[config.mk]
export PLATFORM = sky130hd
export DESIGN_NAME = lt_timer
export DESIGN_NICKNAME = d
export VERILOG_FILES = /design/src/rtl/lt_pkg.sv /design/src/rtl/lt_regs.sv /design/src/rtl/lt_prescaler.sv /design/src/rtl/lt_countdown.sv /design/src/rtl/lt_timer.sv
export SDC_FILE = /design/constraint.sdc
export NUM_CORES = 1
export LEC_CHECK = 0
export BUFFER_PORTS_ARGS = -buffer_cell sky130_fd_sc_hd__buf_2
export CAP_MARGIN = 20
export CORE_ASPECT_RATIO = 1.1
export CORE_MARGIN = 4
export CORE_UTILIZATION = 39
export DETAILED_ROUTE_END_ITERATION = 10
export GPL_TIMING_DRIVEN = 0
export SYNTH_ARGS = -nofsm -noshare
export SYNTH_HDL_FRONTEND = slang
export SYNTH_SLANG_ARGS = --single-unit
[constraint.sdc]
create_clock -name clk -period 3.47 [get_ports clk]
set_input_delay 0.694 -clock clk [delete_from_list [all_inputs] [get_ports clk]]
set_output_delay 0.694 -clock clk [all_outputs]
set_load 0.03 [all_outputs]
[src/rtl/lt_pkg.sv]
package lt_pkg;

    typedef enum logic {
        ST_IDLE = 1'b0,
        ST_RUN  = 1'b1
    } run_state_e;

    typedef enum logic [1:0] {
        SEL_VECTOR  = 2'd0,
        SEL_INIT    = 2'd1,
        SEL_CURRENT = 2'd2,
        SEL_DIVIDE  = 2'd3
    } reg_sel_e;

    localparam logic [31:0] VECTOR_KEEP  = 32'h0003_10FF;
    localparam int          PERIODIC_BIT = 17;
    localparam int          MASK_BIT     = 16;
    localparam int          DIV_CODE_W   = 3;
    localparam int          PRE_W        = 7;

    // Prescaler terminal value (factor minus one) for a 3-bit code.
    function automatic logic [PRE_W-1:0] div_limit(input logic [DIV_CODE_W-1:0] code);
        logic [PRE_W:0] factor;
        factor = (code == 3'd7) ? (PRE_W+1)'(1) : ((PRE_W+1)'(2) << code);
        return PRE_W'(factor - (PRE_W+1)'(1));
    endfunction

endpackage

[src/rtl/lt_regs.sv]
module lt_regs
    import lt_pkg::*;
#(
    parameter int CNT_W = 32
) (
    input  logic                  clk,
    input  logic                  rst_n,
    input  logic                  reg_wr,
    input  logic [1:0]            reg_addr,
    input  logic [CNT_W-1:0]      reg_wdata,
    output logic [CNT_W-1:0]      vec_entry,
    output logic [CNT_W-1:0]      init_cnt,
    output logic [DIV_CODE_W-1:0] div_code,
    output logic                  load
);

    localparam logic [CNT_W-1:0] KEEP = CNT_W'(VECTOR_KEEP);

    assign load = reg_wr && (reg_sel_e'(reg_addr) == SEL_INIT);

    always_ff @(posedge clk or negedge rst_n) begin
        if (!rst_n) begin
            vec_entry <= '0;
            init_cnt  <= '0;
            div_code  <= '0;
        end else if (reg_wr) begin
            unique case (reg_sel_e'(reg_addr))
                SEL_VECTOR:  vec_entry <= reg_wdata & KEEP;
                SEL_INIT:    init_cnt  <= reg_wdata;
                SEL_CURRENT: ;
                SEL_DIVIDE:  div_code  <= {reg_wdata[3], reg_wdata[1], reg_wdata[0]};
            endcase
        end
    end

endmodule

[src/rtl/lt_prescaler.sv]
module lt_prescaler
    import lt_pkg::*;
#(
    parameter int PW = PRE_W
) (
    input  logic          clk,
    input  logic          rst_n,
    input  logic          active,
    input  logic          restart,
    input  logic [PW-1:0] limit,
    output logic          tick
);

    logic [PW-1:0] phase;

    assign tick = active && !restart && (phase >= limit);

    always_ff @(posedge clk or negedge rst_n) begin
        if (!rst_n) begin
            phase <= '0;
        end else if (restart || !active) begin
            phase <= '0;
        end else begin
            phase <= tick ? '0 : phase + PW'(1);
        end
    end

endmodule

[src/rtl/lt_countdown.sv]
module lt_countdown
    import lt_pkg::*;
#(
    parameter int CNT_W = 32,
    parameter int VEC_W = 8
) (
    input  logic             clk,
    input  logic             rst_n,
    input  logic             load,
    input  logic [CNT_W-1:0] load_val,
    input  logic [CNT_W-1:0] reload_val,
    input  logic             tick,
    input  logic             periodic,
    input  logic             masked,
    input  logic [VEC_W-1:0] vec,
    output logic [CNT_W-1:0] cur_cnt,
    output logic             running,
    output logic             irq,
    output logic [VEC_W-1:0] irq_vec
);

    run_state_e       state_q, state_d;
    logic [CNT_W-1:0] cur_d;
    logic             expire;

    assign running = (state_q == ST_RUN);
    assign expire  = running && tick && !load && (cur_cnt <= CNT_W'(1));

    always_comb begin
        state_d = state_q;
        cur_d   = cur_cnt;
        if (load) begin
            state_d = ST_RUN;                       // LOAD
            cur_d   = load_val;
        end else begin
            unique case (state_q)
                ST_IDLE: ;
                ST_RUN: begin
                    if (tick) begin
                        if (cur_cnt > CNT_W'(1)) begin
                            cur_d = cur_cnt - CNT_W'(1);  // STEP
                        end else if (periodic) begin
                            cur_d = reload_val;           // RELOAD
                        end else begin
                            cur_d   = '0;                 // EXPIRE
                            state_d = ST_IDLE;
                        end
                    end
                end
            endcase
        end
    end

    always_ff @(posedge clk or negedge rst_n) begin
        if (!rst_n) begin
            state_q <= ST_IDLE;
            cur_cnt <= '0;
        end else begin
            state_q <= state_d;
            cur_cnt <= cur_d;
        end
    end

    always_ff @(posedge clk or negedge rst_n) begin
        if (!rst_n) begin
            irq     <= 1'b0;
            irq_vec <= '0;
        end else begin
            irq <= expire && !masked;
            if (expire) irq_vec <= vec;
        end
    end

endmodule

[src/rtl/lt_timer.sv]
module lt_timer
    import lt_pkg::*;
#(
    parameter int CNT_W = 32,
    parameter int VEC_W = 8
) (
    input  logic             clk,
    input  logic             rst_n,
    input  logic             reg_wr,
    input  logic [1:0]       reg_addr,
    input  logic [CNT_W-1:0] reg_wdata,
    output logic [CNT_W-1:0] reg_rdata,
    output logic             irq_pulse,
    output logic [VEC_W-1:0] irq_vector
);

    logic [CNT_W-1:0]      lvt_q;
    logic [CNT_W-1:0]      init_cnt;
    logic [CNT_W-1:0]      cur_cnt;
    logic [DIV_CODE_W-1:0] div_code;
    logic                  load;
    logic                  tick;
    logic                  run_w;

    lt_regs #(.CNT_W(CNT_W)) u_regs (
        .clk       (clk),
        .rst_n     (rst_n),
        .reg_wr    (reg_wr),
        .reg_addr  (reg_addr),
        .reg_wdata (reg_wdata),
        .vec_entry (lvt_q),
        .init_cnt  (init_cnt),
        .div_code  (div_code),
        .load      (load)
    );

    lt_prescaler #(.PW(PRE_W)) u_pre (
        .clk     (clk),
        .rst_n   (rst_n),
        .active  (run_w),
        .restart (load),
        .limit   (div_limit(div_code)),
        .tick    (tick)
    );

    lt_countdown #(.CNT_W(CNT_W), .VEC_W(VEC_W)) u_cnt (
        .clk        (clk),
        .rst_n      (rst_n),
        .load       (load),
        .load_val   (reg_wdata),
        .reload_val (init_cnt),
        .tick       (tick),
        .periodic   (lvt_q[PERIODIC_BIT]),
        .masked     (lvt_q[MASK_BIT]),
        .vec        (lvt_q[VEC_W-1:0]),
        .cur_cnt    (cur_cnt),
        .running    (run_w),
        .irq        (irq_pulse),
        .irq_vec    (irq_vector)
    );

    always_comb begin
        reg_rdata = '0;
        unique case (reg_sel_e'(reg_addr))
            SEL_VECTOR:  reg_rdata = lvt_q;
            SEL_INIT:    reg_rdata = init_cnt;
            SEL_CURRENT: reg_rdata = cur_cnt;
            SEL_DIVIDE: begin
                reg_rdata[3] = div_code[2];
                reg_rdata[1] = div_code[1];
                reg_rdata[0] = div_code[0];
            end
        endcase
    end

endmodule

==> qor.yml <==
sta:
  slew_viol_final: 0
  worstMarginPinSlew_ps: 912
  fin_worst_skew_ps: 9.02
  max_slew_margin_pct: 39.0
  setup_violations: 0
  rsz0062_at_grt: "no"
  max_freq_mhz: 305
  whs_ps: 303
  hold_viol: 0
  period_minus_slack_ps: 3280
  fin_crit_sh_pct: 94.5
placement:
  io_buffers: 76
  placedCellCount: 869
  place.gp.congestion: 0.938
  hpwlAfterDp_mm: 13.8
die:
  core_sq_um: 13900
  rows: 45
  fp.dieW_microns: 122
  die_h_microns: 133
  start_util_pct: 40.0
  die_area_sq_um: 16200
  ios: 78
synthesis:
  synth_top_family_by_area: "simple AND/OR/NAND/NOR gates"
  muxShareOfSynthArea_pct: 7.11
  synth_xor_area_share_pct: 1.10
  synthArstFlopShare_pct: 100
  ys.flop_type: "dfrtp_1"
  yosys.area_share.simple_pct: 23.3
  synth-seq-cells: 95
  synth_cell_types: 60
  avgSynthCellArea_sq_um: 9.20
  synth_compound_area_share_pct: 19.8
  ys_warn_count: 0
  synth_edf_count: 0
  syn-num-nets: 651
  syn_area_sq_um: 5560
  syn_inst: 604
  ys_seq_area_share_pct: 42.8
  synthAdderAreaFrac_pct: 2.25
route:
  ant_nets: 0
  drt_iter0_markers: 465
  num_vias: 5288
  dr.pass1.iters: 5
  drt-vias-per-instance: 5.98
  drc: 0
  wl_mm: 19.6
  wl_per_cell_microns: 22.2
clocking:
  clkSinkCount: 95
  clk_latency_ps: 360
  cts.htree.levels: 3
  cts.clk_slew.worst_paths_ps: 70
  cts_tree: "built"
  cts-buffers-inserted: 9
  root_buffer: "clkbuf_16"
  clk_path_buf_depth: 2
setup_path:
  cp.required_ps: 3760
  worstSetupPathType: "primary input to register"
  cp_max_fo: 10
  slowest_delay_ps: 680
  startpoint_type: "primary input"
  path_cells: "buf_2 > nor2b_1 > and2_1 > buf_2 > clkbuf_1 > clkbuf_2 > buf_1 > nand2_1 > nand2_1"
  critPathSlowestCell: "buf_1"
  critPathCaptureType: "register"
  crit_arrival_ps: 3570
global_routing:
  grt_pass1_wl_mm: 30.4
  grt_pass1_vias: 5218
  grt_max_degree: 62
  grt_use_total_pct: 24.6
  overflow: 0
  antenna_found_initial: 0
layout:
  drive_gt1_share_pct: 19.9
  final_nets: 739
  stdcell_count: 885
  area_growth_pct: 17.4
  diodes: 0
pwr:
  ir_drop_uv: 252
  p_leak_uw: 0.00295
  cellPowerDensity_nw_per_um2: 646
  totalPowerFinal_uw: 4220
status:
  outcome: "completed"
min_path:
  hold_class: "primary input to async pin"
run:
  maxCapViolations: 0
==> worst paths after layout <==
| kind | to | depth (start not counted) | slack (ps) | start |
|---|---|---|---|---|
| setup / recovery | u_regs.init_cnt[19]$_DFFE_PN0P_ | 9 | 190 | reg_addr[0] |
| hold / removal | u_pre.phase[2]$_DFF_PN0_ | 1 | 300 | rst_n |
| setup reg to reg | u_cnt.cur_cnt[9]$_DFFE_PN0P_ | 11 | 290 | u_regs.div_code[2]$_DFFE_PN0P_ |
| hold reg to reg | u_cnt.irq_vec[5]$_DFFE_PN0P_ | 1 | 490 | u_cnt.irq_vec[5]$_DFFE_PN0P_ |
| max in group asynchronous | u_cnt.cur_cnt[15]$_DFFE_PN0P_ | 2 | 2490 | rst_n |
| min in group clk | u_cnt.irq_vec[5]$_DFFE_PN0P_ | 1 | 490 | u_cnt.irq_vec[5]$_DFFE_PN0P_ |
==> sequential cells by signal (all words and copies together) (netlist names) <==
register	cells
u_cnt.irq_vec	8
u_cnt.cur_cnt	32
u_cnt.running	1
u_regs.div_code	3
u_regs.init_cnt	32
u_cnt.irq	1
u_regs.vec_entry	11
u_pre.phase	7
==> cell type report <==
cell class	count	area [sq um]
fill	1413	7380
multi-input combinational	460	2990
sequential	95	2380
timing repair buffer	77	410
clock buffer	10	239
tap	188	235
buffer	37	166
clock inverter	6	70.1
inverter	12	45.0
==> stage by stage <==
step	TNS (ps)	cell area [sq um]	utilization, %	setup WS [ps]
6_report	0	6530	46.9	189
5_1_grt	0	6530	46.9	4.15
4_1_cts	0	6520	46.9	48.5
3_5_place_dp	-2770	6200	44.6	-299
3_3_place_gp	-3040	6170	44.4	-310
2_1_floorplan	0	5560	-	645
==> layer usage <==
layer	up-vias	part of all wire, %	global-route usage (%)
met3	43	7.3	3.74
li1	2397	-	-
met4	0	3.3	10.1
met5	-	0	0
met1	2608	43	34.2
met2	240	46	38.2
==> cell usage after synthesis (all sizes together), types with 10 or more instances <==
library cell,n,share of area [%]
nor4,16,2.9
inv,12,0.81
nor2,36,2.4
o21ai,42,3.8
a21oi,22,2.0
clkbuf,25,1.7
a31oi,13,1.5
nand3,17,1.6
nand2,122,8.2
o2bb2ai,14,2.2
a22o,28,4.4
dfrtp,95,43
nor3,16,2.1
ha,10,2.3
buf,12,1.2
mux2,22,4.5
==> critical path, delay by kind of cell <==
family | cells | cell delay, ps
and+or+nand+nor | 4 | 730
buffers and inverters | 5 | 2120
==> timing repair <==
item | CTS | global route
endpoints found under the setup margin | 8 | 45
hold buffers | 0 | 0
pin swaps | 0 | 0
gates resized for setup | 1 | 10
setup buffers | 0 | 0
==> cells by family after synthesis <==
kind of cell / count (synthesis)
AOI/OAI and AO/OA: 159
xor gates and xnor gates: 7
adders and majority gates: 10
buffers and inverters: 49
DFF: 95
muxes: 33
and+or+nand+nor: 251
==> power by group <==
group	switching [uW]	total, uW	internal (uW)
Combinational	891	1420	526
Sequential	381	1760	1380
Clock	452	1030	582
==> layout by cell type (no fill, tap or decap), types with 9 or more instances in the layout <==
master	synthesis	layout
a31oi_1	13	13
inv_1	12	12
clkbuf_16	0	9
a22o_1	28	28
o2bb2ai_1	14	14
nor2_1	36	36
o21ai_0	24	24
dfrtp_1	95	95
a21oi_1	22	21
clkbuf_1	25	21
ha_1	10	10
mux2_2	14	14
nand3_1	16	16
o21ai_1	18	18
nand2_1	122	122
nor3_1	12	12
nor4_1	10	10
buf_2	5	80
Note: power is estimated with default switching activity, not from simulation.
